File: src/rtl/glk_pkg.sv
package glk_pkg;

   // Segment of a frame the sequencer is currently in
   typedef enum logic [1:0] {
      SEG_START = 2'd0,
      SEG_DATA  = 2'd1,
      SEG_GUARD = 2'd2,
      SEG_SLOT  = 2'd3
   } seg_e;

   // Total frame length in cycles: start + word + guard + slot
   function automatic int frame_len(input int word_w, input int rst_dly);
      return 1 + word_w + rst_dly;
   endfunction

endpackage

File: src/rtl/glk_gap_timer.sv
module glk_gap_timer #(
   parameter int GAP_CYC = 128
) (
   input  logic clk,
   input  logic rst,
   input  logic busy,
   output logic ready
);
   localparam int CNT_W = $clog2(GAP_CYC + 1);
   localparam logic [CNT_W-1:0] CNT_MAX = CNT_W'(GAP_CYC);

   logic [CNT_W-1:0] idle_cnt;

   generate
      if (GAP_CYC < 1) begin : g_bad_gap
         $error("glk_gap_timer: GAP_CYC must be at least 1");
      end
   endgenerate

   // Counts idle cycles since the last frame; held at zero while busy
   always_ff @(posedge clk) begin
      if (rst || busy) begin
         idle_cnt <= '0;
      end else if (idle_cnt != CNT_MAX) begin
         idle_cnt <= idle_cnt + CNT_W'(1);
      end
   end

   assign ready = !busy && (idle_cnt == CNT_MAX);

endmodule

File: src/rtl/glk_frame_seq.sv
module glk_frame_seq
   import glk_pkg::*;
#(
   parameter int WORD_W  = 23,
   parameter int RST_DLY = 8
) (
   input  logic                clk,
   input  logic                rst,
   input  logic                accept,
   output logic                busy,
   output seg_e                seg,
   output logic                data_step
);
   localparam int FRAME_LEN = frame_len(WORD_W, RST_DLY);
   localparam int POS_W     = $clog2(FRAME_LEN);
   localparam logic [POS_W-1:0] POS_LAST_DATA = POS_W'(WORD_W);
   localparam logic [POS_W-1:0] POS_SLOT      = POS_W'(WORD_W + RST_DLY);

   logic [POS_W-1:0] pos;

   generate
      if (RST_DLY < 1) begin : g_bad_dly
         $error("glk_frame_seq: RST_DLY must be at least 1");
      end
   endgenerate

   always_ff @(posedge clk) begin
      if (rst) begin
         busy <= 1'b0;
         pos  <= '0;
      end else if (!busy) begin
         if (accept) begin
            busy <= 1'b1;
            pos  <= '0;
         end
      end else if (pos == POS_SLOT) begin
         busy <= 1'b0;
         pos  <= '0;
      end else begin
         pos <= pos + POS_W'(1);
      end
   end

   always_comb begin
      if (pos == '0) begin
         seg = SEG_START;
      end else if (pos <= POS_LAST_DATA) begin
         seg = SEG_DATA;
      end else if (pos < POS_SLOT) begin
         seg = SEG_GUARD;
      end else begin
         seg = SEG_SLOT;
      end
   end

   assign data_step = busy && (seg == SEG_DATA);

endmodule

File: src/rtl/glk_word_shifter.sv
module glk_word_shifter #(
   parameter int WORD_W    = 23,
   parameter bit LSB_ZERO  = 1'b1
) (
   input  logic              clk,
   input  logic              rst,
   input  logic              load,
   input  logic              step,
   input  logic [WORD_W-1:0] word,
   output logic              bit_o
);
   logic [WORD_W-1:0] shadow;
   logic [WORD_W-1:0] load_val;

   generate
      if (WORD_W < 2) begin : g_bad_w
         $error("glk_word_shifter: WORD_W must be at least 2");
      end
      if (LSB_ZERO) begin : g_lsb_zero
         assign load_val = {word[WORD_W-1:1], 1'b0};
      end else begin : g_lsb_pass
         assign load_val = word;
      end
   endgenerate

   // Shadow copy taken at frame start, shifted out MSB first
   always_ff @(posedge clk) begin
      if (rst) begin
         shadow <= '0;
      end else if (load) begin
         shadow <= load_val;
      end else if (step) begin
         shadow <= {shadow[WORD_W-2:0], 1'b0};
      end
   end

   assign bit_o = shadow[WORD_W-1];

endmodule

File: src/rtl/glk_phase_arm.sv
module glk_phase_arm (
   input  logic clk,
   input  logic rst,
   input  logic req,
   input  logic accept,
   input  logic slot_now,
   output logic live
);
   logic pend;

   // pend collects host requests; live belongs to the frame in flight
   always_ff @(posedge clk) begin
      if (rst) begin
         pend <= 1'b0;
         live <= 1'b0;
      end else if (accept) begin
         live <= pend;
         pend <= req;
      end else begin
         if (slot_now) begin
            live <= 1'b0;
         end
         if (req) begin
            pend <= 1'b1;
         end
      end
   end

endmodule

File: src/rtl/glk_serial_tx.sv
module glk_serial_tx
   import glk_pkg::*;
#(
   parameter int WORD_W   = 23,
   parameter int RST_DLY  = 8,
   parameter int GAP_CYC  = 128,
   parameter bit LSB_ZERO = 1'b1
) (
   input  logic              clk,
   input  logic              rst,
   input  logic [WORD_W-1:0] ctl_word,
   input  logic              line_strobe,
   input  logic              phase_req,
   output logic              ser_o,
   output logic              phase_zero_o
);
   logic busy;
   logic ready;
   logic accept;
   logic data_step;
   logic shift_bit;
   logic live;
   logic slot_now;
   seg_e seg;

   assign accept   = line_strobe && ready;
   assign slot_now = busy && (seg == SEG_SLOT);

   glk_gap_timer #(.GAP_CYC(GAP_CYC)) u_gap (
      .clk   (clk),
      .rst   (rst),
      .busy  (busy),
      .ready (ready)
   );

   glk_frame_seq #(.WORD_W(WORD_W), .RST_DLY(RST_DLY)) u_seq (
      .clk       (clk),
      .rst       (rst),
      .accept    (accept),
      .busy      (busy),
      .seg       (seg),
      .data_step (data_step)
   );

   glk_word_shifter #(.WORD_W(WORD_W), .LSB_ZERO(LSB_ZERO)) u_shift (
      .clk   (clk),
      .rst   (rst),
      .load  (accept),
      .step  (data_step),
      .word  (ctl_word),
      .bit_o (shift_bit)
   );

   glk_phase_arm u_arm (
      .clk      (clk),
      .rst      (rst),
      .req      (phase_req),
      .accept   (accept),
      .slot_now (slot_now),
      .live     (live)
   );

   always_comb begin
      ser_o = 1'b0;
      if (busy) begin
         case (seg)
            SEG_START: ser_o = 1'b1;
            SEG_DATA:  ser_o = shift_bit;
            SEG_GUARD: ser_o = 1'b1;
            SEG_SLOT:  ser_o = !live;
            default:   ser_o = 1'b0;
         endcase
      end
   end

   assign phase_zero_o = slot_now && live;

endmodule

File: config.mk
export PLATFORM = sky130hd
export DESIGN_NAME = glk_serial_tx
export DESIGN_NICKNAME = d
export VERILOG_FILES = /design/src/rtl/glk_pkg.sv /design/src/rtl/glk_gap_timer.sv /design/src/rtl/glk_frame_seq.sv /design/src/rtl/glk_word_shifter.sv /design/src/rtl/glk_phase_arm.sv /design/src/rtl/glk_serial_tx.sv
export SDC_FILE = /design/constraint.sdc
export NUM_CORES = 1
export LEC_CHECK = 0
export ABC_AREA = 1
export CORE_ASPECT_RATIO = 0.6
export CORE_MARGIN = 2
export CORE_UTILIZATION = 40
export DETAILED_ROUTE_END_ITERATION = 16
export RECOVER_POWER = 50
export SYNTH_ARGS = -nofsm -noshare
export SYNTH_HDL_FRONTEND = slang
export SYNTH_SLANG_ARGS = --single-unit
export TNS_END_PERCENT = 10
File: constraint.sdc
create_clock -name clk -period 2.75 [get_ports clk]
set_input_delay 0.275 -clock clk [delete_from_list [all_inputs] [get_ports clk]]
set_output_delay 0.275 -clock clk [all_outputs]
set_load 0.02 [all_outputs]
# Word level (Yosys, flattened, before mapping)
# Cells that the tools add are included.
# classes
n_addsub,2
n_mul,0
n_div,0
n_lt_le_gt_ge,2
n_eq_ne,6
shift,0
n_mux,17
bitwise_logic,0
n_reduce_logical,15
# op_table
op,count
23-bit two-way mux,2
5-bit two-way mux,3
1-bit two-way mux,9
"8-bit by 1-bit adder with 8-bit output, second input constant",1
"8-bit equality test, second input constant",1
"8-bit != test, second input constant",1
2-bit nonzero test,4
"5-bit by 1-bit adder with 5-bit output, second input constant",1
"5-bit equality test, second input constant",1
"5-bit <= comparator, second input constant",1
1-bit logical AND,5
5-bit logical NOT,1
"5-bit less-than comparator, second input constant",1
"2-bit equality test, second input constant",2
2-bit two-way mux,2
1-bit one-hot mux with 3 select lines,1
"2-bit by 1-bit equality test with 1-bit output, second input constant",1
1-bit logical NOT,2
2-bit logical NOT,1
2-bit OR reduction,1
1-bit logical OR,1
# totals
reg_bits,38
latch_bits,0
ram_bits,0
mem_bits_ro,0
input_bits,27
out_inout_bits,2
word_cells,48
n_memories,0

# Longest topological paths before layout
# Gate-level depths: netlist (run 1).
# logic_depth
word_depth,8
ltp_mapped,11

# Modules after synthesis
# Synthesis (run 1) repeated with hierarchy kept, for this count alone.
# unflattened
hier_cells,307
area_unflattened_um2,2006.9
# by_module_without_submodules
mod,n_inst,cells_each,area_each_um2
glk_word_shifter,1,165,1047.3
glk_gap_timer,1,68,479.2
glk_frame_seq,1,52,356.6
glk_phase_arm,1,12,80.1
glk_serial_tx,1,10,43.8

# Least setup slack after synthesis (run 1)
# No wires, ideal clock.
# synth_timing
kind,register -> output
from,reg u_seq.pos[0]
to,out ser_o
arrival_time_ns,1.353
required_time_ns,2.475
setup_slack_ns,1.122
path_stages_with_launch,10
path_buffers,1
path_cell_list,dfxtp_1 -> inv_1 -> ha_1 -> inv_1 -> nor2_1 -> nand2_1 -> buf_2 -> nand3_1 -> o211ai_1 -> inv_1
# synth_via
elab_chain_len,8
word_cells_on_any_way,13
cone_classes,2 x order compare; 3 x eq/ne; 5 x mux; 3 x reduce/logical
# synth_rtl
element,line,text
"start, declared",glk_frame_seq.sv:19,logic [POS_W-1:0] pos;
"start signal, assigned",glk_frame_seq.sv:40,pos <= pos + POS_W'(1);
5-bit less-than comparator,glk_frame_seq.sv:49,end else if (pos < POS_SLOT) begin
1-bit two-way mux,glk_frame_seq.sv:49,
2-bit two-way mux,glk_frame_seq.sv:47,end else if (pos <= POS_LAST_DATA) begin
2-bit two-way mux (*),glk_frame_seq.sv:45,if (pos == '0) begin
2-bit equality test or 2-bit logical NOT (tied branches),glk_serial_tx.sv:66,case (seg)
2-bit OR reduction (no source line),-,
1-bit one-hot mux with 3 select lines (*),glk_serial_tx.sv:66,
1-bit two-way mux (*),glk_serial_tx.sv:65,if (busy) begin
"end, declared",glk_serial_tx.sv:14,"output logic ser_o,"
# Every way passes the cells marked *; elsewhere a longest branch is shown, timed or not.

# Final worst setup path (run 1)
# layout_timing
from,reg u_seq.busy
to,reg u_shift.shadow[10]
# layout_via
elab_chain_len,4
word_cells_on_any_way,6
cone_classes,1 x mux; 5 x reduce/logical
# layout_rtl
element,line,text
"start, declared",glk_frame_seq.sv:10,"output logic busy,"
"start signal, assigned",glk_frame_seq.sv:29,busy <= 1'b0;
"start signal, assigned",glk_frame_seq.sv:33,busy <= 1'b1;
"start signal, assigned",glk_frame_seq.sv:37,busy <= 1'b0;
1-bit logical NOT,glk_gap_timer.sv:29,assign ready = !busy && (idle_cnt == CNT_MAX);
1-bit logical AND,glk_gap_timer.sv:29,
1-bit logical AND,glk_serial_tx.sv:26,assign accept = line_strobe && ready;
23-bit two-way mux or 2-bit nonzero test (tied branches),-,
"end signal, assigned",glk_word_shifter.sv:31,shadow <= load_val;
"end signal, assigned",glk_word_shifter.sv:33,"shadow <= {shadow[WORD_W-2:0], 1'b0};"
"end, declared",glk_word_shifter.sv:12,logic [WORD_W-1:0] shadow;
# Parallel ways exist; a longest one is shown, timed or not.
# A chain may end at the register's enable or synchronous reset.

==> results of run 1 <==
-- cells by family (layout without fill, tap and decap cells) --
kind of cell / count (synthesis) / in the layout / synth area share
flip-flops: 38 / 38 / 0.356
adder cells (fa/ha/maj): 5 / 5 / 0.0293
AND/OR/NAND/NOR: 188 / 188 / 0.420
AO/OA/AOI/OAI: 19 / 19 / 0.0480
buffers and inverters: 55 / 79 / 0.135
XOR/XNOR: 3 / 3 / 0.0123
-- area by class of cell --
type,count,area [sq um],share of cell area
Clock buffer,6,82.6,0.0334
Sequential cell,38,761,0.308
Tap cell,66,82.6,0.0334
Multi-Input combinational cell,215,1070,0.435
Inverter,37,139,0.0562
Clock inverter,2,12.5,0.00506
Timing Repair Buffer,34,319,0.129
-- state kept, by name (all words and copies together) (netlist names) --
name            cells
u_shift.shadow     22
u_gap.idle_cnt      8
u_seq.pos           5
u_arm.live          1
u_arm.pend          1
u_seq.busy          1
-- through the flow --
stage               setup WS, ns  utilization  cell area [sq um]
global placement           0.780        0.469               2390
CTS                        0.436        0.488               2490
global route               0.221        0.484               2470
floorplan                   1.12            -               2140
detailed placement         0.770        0.469               2390
finish                     0.400        0.484               2470
-- cell usage in the layout (no fill, tap or decap), drive strengths merged, types with 2 or more instances in the layout --
master / instances
nor2: 82
nand2: 47
nand4: 43
dfxtp: 38
inv: 37
clkdlybuf4s50: 27
a21oi: 13
nand3: 12
clkbuf: 7
buf: 6
ha: 5
o21ai: 3
xor2: 2
nor3: 2
-- worst max-delay path: stages, from the launching register on --
cell,delay [ns]
dfxtp_1,0.44
clkbuf_1,0.83
nand4_1,0.40
nand2_4,0.34
nor2_1,0.08
nor2_1,0.10
nor2_1,0.05
-- per-layer routing --
metal	vias to the layer above	routed length (microns)	track usage	share of wire
met4	0	58	0.0587	0.011
li1	1048	-	-	-
met2	48	2100	0.282	0.40
met5	-	0	0	0
met3	5	268	0.0380	0.052
met1	939	2780	0.270	0.53
-- final timing paths --
path / endpoint / slack (ns) / cells after the start
worst max-delay path: u_shift.shadow[10] / 0.40 / 6
worst min-delay path: u_arm.live / 0.47 / 2
worst max register to register: u_shift.shadow[10] / 0.40 / 6
worst min register to register: u_arm.live / 0.47 / 2
-- power breakdown --
part | switching (uW) | internal (uW) | total (uW)
clock | 213 | 202 | 415
combinational | 29.1 | 40.3 | 69.4
sequential | 4.27 | 555 | 559
total | 247 | 797 | 1040
==> impl_results.md, run 1 <==
- Run status: finished, final reports clean
- RSZ-0062 raised after global routing: false
- Mean Syn Cell Area: 6.94 sq um
- Top cell type's share of synthesized area: 0.356
- Highest clock rate: 0.426 GHz
- Placeable Area: 5100 sq um
- Warnings from Yosys: 0
- P&R area growth vs syn: 15.6%
- Max-Cap Viols: 0
- Reg clk slew, reported paths: 0.08 ns
- Req. time, crit path: 2.93 ns
- Pwr dens: 422 nW/um^2
- Register area share after synthesis: 0.356
- Syn_nets: 340
- Die X: 98.4 microns
- Number of remaining DRC errors: 0
- CTS tree: built
- Placed insts: 390
- Vias/cell: 5.13
- Number of global-route vias before repair: 1861
- DRT Pass-1 Iters: 4
- EDFF count, synth: 0
- Crit share post-route: 0.854
- Total power: 1040 uW
- Most frequent cell after synthesis: nor2_1
- Relative slew slack: 0.280
- DR vias: 2040
- Static leakage: 0.00102 uW
- Final nets: 363
- Primary FF master, synth: dfxtp_1
- Tmin final: 2.35 ns
- Layout cells sized above 1: 0.0813
- WP data arrival: 2.53 ns
- Antenna Cells: 0
- Worst Setup SP: u_seq.busy
- Post-CTS sizing: 0
- Fin. Hold Viols: 0
- List of most frequent post-synthesis cells: nor2_1 (74), nand2_1 (45), nand4_1 (42)
- CTS Sinks: 38
- First-pass GRT wire length: 8.74 mm
- Detailed Route WL: 5.20 mm
- Post-route ant nets: 0
- Kind of critical path: flip-flop to flip-flop
- Slew Viols, Final: 0
- Worst slew pin tran: 1.08 ns
- # Post-CTS Setup Buffers: 0
- Crit. End Element: flip-flop
- CP startpoint kind: flip-flop
- Post-synth cell types: 31
- Mapped Cells: 308
- Total track usage: 0.186
- Initial antenna violation count: 0
- Worst setup skew after layout: 0.0123 ns
- Pin count of the biggest net entering global routing: 30
- Worst-Skew Late Latency: 0.30 ns
- Post-synth ARST share: 0
- Final setup vio count: 0
- FF+latch count, synth: 38
- Hold-fix buffers, CTS: 0
- GRT overflow: 0
- CTS root buffer: clkbuf_8
- Die Area: 5960 sq um
- H-tree depth: 2
- Row Count: 20
- Mapped cell area: 2140 sq um
- Hold Crit Start: u_arm.pend
- Final RePlAce weighted congestion: 0.777
- Worst r2r src: u_seq.busy
- Maximum VDD drop: 0.176 mV
- Cell Count, Final, Fillers Out: 398
- Fillers: 542
- Min-Delay Path Class: flip-flop to flip-flop
- Bufs on Longest Clock Path: 2
- DR WL/cell: 13.1 microns
- Critical Path Fanout Max: 22
- Synth area leaders: dfxtp_1 (36%), nor2_1 (13%), nand4_1 (12%), nand2_1 (7.9%), inv_1 (6.3%)
- Hold Slack: 0.468 ns
- Initial Util: 0.419
- Hpwl dp: 3.54 mm
- Starting DRT DRC Count: 85
- Setup TNS: 0 ns
- Cts bufs inserted: 5
- Ports: 29
- I/O Buffers: 27
- Overall die height: 60.6 microns
- Cell taking the most area after synthesis: dfxtp_1
Power figures use the tool's default switching activity.
==> run 2: changes to the inputs <==
--- a/config.mk
+++ b/config.mk
@@ -6,10 +6,13 @@
 export NUM_CORES = 1
 export LEC_CHECK = 0
 export ABC_AREA = 1
+export CELL_PAD_IN_SITES_DETAIL_PLACEMENT = 0
+export CELL_PAD_IN_SITES_GLOBAL_PLACEMENT = 1
 export CORE_ASPECT_RATIO = 0.6
 export CORE_MARGIN = 2
 export CORE_UTILIZATION = 40
 export DETAILED_ROUTE_END_ITERATION = 16
+export PLACE_DENSITY_LB_ADDON = 0.1
 export RECOVER_POWER = 50
 export SYNTH_ARGS = -nofsm -noshare
 export SYNTH_HDL_FRONTEND = slang
==> run 2 against run 1 <==
Net effect: final area hardly changed; first-iteration DRC count is 28% higher; highest routed layer unchanged; sequential cell count stayed put; maximum frequency is 3.6% higher; combinational power is 2% lower; global-route usage is 0.23 points lower; register-to-register slack better by 0.09 ns; power is 1.1% lower; wire length is 1.8% lower.
==> impl_results.md, run 2 (synthesized netlist as in run 1, its figures left out) <==
- Static leakage: 0.00102 uW (about the same)
- I/O Buffers: 27 (unchanged)
- Tmin final: 2.27 ns (-0.0820 ns)
- Highest clock rate: 0.441 GHz (+3.6%)
- Placeable Area: 5100 sq um (unchanged)
- Die X: 98.4 microns (unchanged)
- Setup TNS: 0 ns (unchanged)
- Cts bufs inserted: 5 (unchanged)
- Hold-fix buffers, CTS: 0 (unchanged)
- Initial Util: 0.419 (unchanged)
- # Post-CTS Setup Buffers: 0 (unchanged)
- Max-Cap Viols: 0 (unchanged)
- Req. time, crit path: 2.48 ns (-0.45 ns)
- Met3 usage: 0.0426 (+0.00461)
- WP data arrival: 1.99 ns (-0.54 ns)
- Antenna Cells: 0 (unchanged)
- Row Count: 20 (unchanged)
- Number of remaining DRC errors: 0 (unchanged)
- Commonest non-fill, non-tap cell in the layout: nor2_1
- Hpwl dp: 3.30 mm (-6.8%)
- Worst slew pin tran: 1.48 ns (+0.404 ns)
- Detailed Route WL: 5.11 mm (-1.8%)
- Min-Delay Path Class: flip-flop to flip-flop
- DR WL/cell: 12.8 microns (-1.8%)
- CTS root buffer: clkbuf_8
- Commonest cells after routing, fill and taps aside: nor2_1 (74), nand2_1 (45), nand4_1 (43), dfxtp_1 (38), inv_1 (36)
- Maximum VDD drop: 0.187 mV (+6.3%)
- Relative slew slack: 0.0110 (-0.269)
- Starting DRT DRC Count: 109 (+28%)
- Initial antenna violation count: 0 (unchanged)
- FF+latch area: 761 sq um (unchanged)
- Overall die height: 60.6 microns (unchanged)
- Number of global-route vias before repair: 1885 (+1.3%)
- Pwr dens: 417 nW/um^2 (-1.2%)
- DR vias: 1951 (-4.4%)
- Fin. Hold Viols: 0 (unchanged)
- Die Area: 5960 sq um (unchanged)
- Placed insts: 390 (unchanged)
- Reg clk slew, reported paths: 0.08 ns (about the same)
- Grt met1 use: 0.264 (-0.00680)
- Vias/cell: 4.90 (-4.4%)
- Kind of critical path: flip-flop to output port
- GR peak layer: met2
- Crit. End Element: output port
- Post-Place Setup Slack: 0.758 ns (-0.0118 ns)
- Slew Viols, Final: 0 (unchanged)
- Post-CTS sizing: 0 (unchanged)
- Worst setup skew after layout: 0.00613 ns (-0.00616 ns)
- Largest reg by FF count: u_shift.shadow
- Met2 usage: 0.285 (+0.00292)
- Fillers: 544 (+0.37%)
- P&R area growth vs syn: 15.7% (about the same)
- CTS Sinks: 38 (unchanged)
- First-pass GRT wire length: 8.76 mm (+0.24%)
- Final setup vio count: 0 (unchanged)
- RSZ-0062 raised after global routing: false
- Run status: finished, final reports clean
- Layout cells sized above 1: 0.0813 (unchanged)
- Crit share post-route: 0.825 (-0.0298)
- Pin count of the biggest net entering global routing: 31 (+3.3%)
- Bufs on Longest Clock Path: 2 (unchanged)
- Ports: 29 (unchanged)
- Total track usage: 0.184 (-0.00229)
- Max FFs per register: 22 (unchanged)
- Worst-Skew Late Latency: 0.29 ns (about the same)
- Final nets: 363 (unchanged)
- GRT overflow: 0 (unchanged)
- Cell Count, Final, Fillers Out: 398 (unchanged)
- DRT Pass-1 Iters: 4 (unchanged)
- CP startpoint kind: flip-flop
- Area occupied by multi-input gates: 1080 sq um (+0.70%)
- H-tree depth: 2 (unchanged)
- Post-route ant nets: 0 (unchanged)
- Critical Path Fanout Max: 5 (-77%)
- CTS tree: built
- Top Registers: u_shift.shadow x22, u_gap.idle_cnt x8, u_seq.pos x5
- Worst Slack Setup Final: 0.482 ns (+0.0820 ns)
- Final RePlAce weighted congestion: 0.714 (-8.2%)
- Total power: 1030 uW (-1.1%)
-- run 2: cell count changes in the layout (fill, tap and decap cells not counted), sizes merged --
cell           change
dlygate4sd3        +1
clkinvlp           -1
buf                -1
clkdlybuf4s50      -1
clkbuf             +2
-- run 2: stage by stage --
step	hold WS, ns	area, sq um	utilization
2_1_floorplan	0.392	2140	-
3_3_place_gp	0.451	2390	0.469
3_5_place_dp	0.461	2390	0.469
4_1_cts	0.465	2480	0.487
5_1_grt	0.487	2470	0.484
6_report	0.466	2470	0.484
-- run 2: final timing paths --
kind / start / to / slack [ns] / cells past startpoint
worst min register to register: u_arm.pend / u_arm.live / 0.47 / 2
worst min-delay path: u_arm.pend / u_arm.live / 0.47 / 2
worst max-delay path: u_seq.pos[1] / ser_o / 0.48 / 9
worst max register to register: u_seq.pos[0] / u_shift.shadow[17] / 0.49 / 11
-- run 2: area by class of cell --
class / instances / area share
clock buffer: 7 / 0.0349
clock inverter: 1 / 0.00202
inverter: 37 / 0.0562
multi-input combinational: 215 / 0.438
sequential: 38 / 0.308
tap: 66 / 0.0334
timing repair buffer: 34 / 0.128
-- run 2: per-layer routing --
layer / wire (microns) / vias up
met4: 44 / 0
li1: - / 1050
met3: 226 / 5
met2: 2040 / 36
met1: 2800 / 860
met5: 0 / -
-- run 2: power by group --
group          switching [uW]  internal (uW)
Clock                     202            203
Sequential               4.40            555
Combinational            28.8           39.1
Total                     235            796
-- run 2: worst max-delay path, cell delays in order, from the launching register on --
cell and delay (ns):
dfxtp_1 0.40, ha_1 0.23, inv_1 0.05, nand2_1 0.07, inv_1 0.04, nand2_1 0.07, nand3_1 0.08, o211ai_1 0.17
inv_1 0.05, clkdlybuf4s50_1 0.53
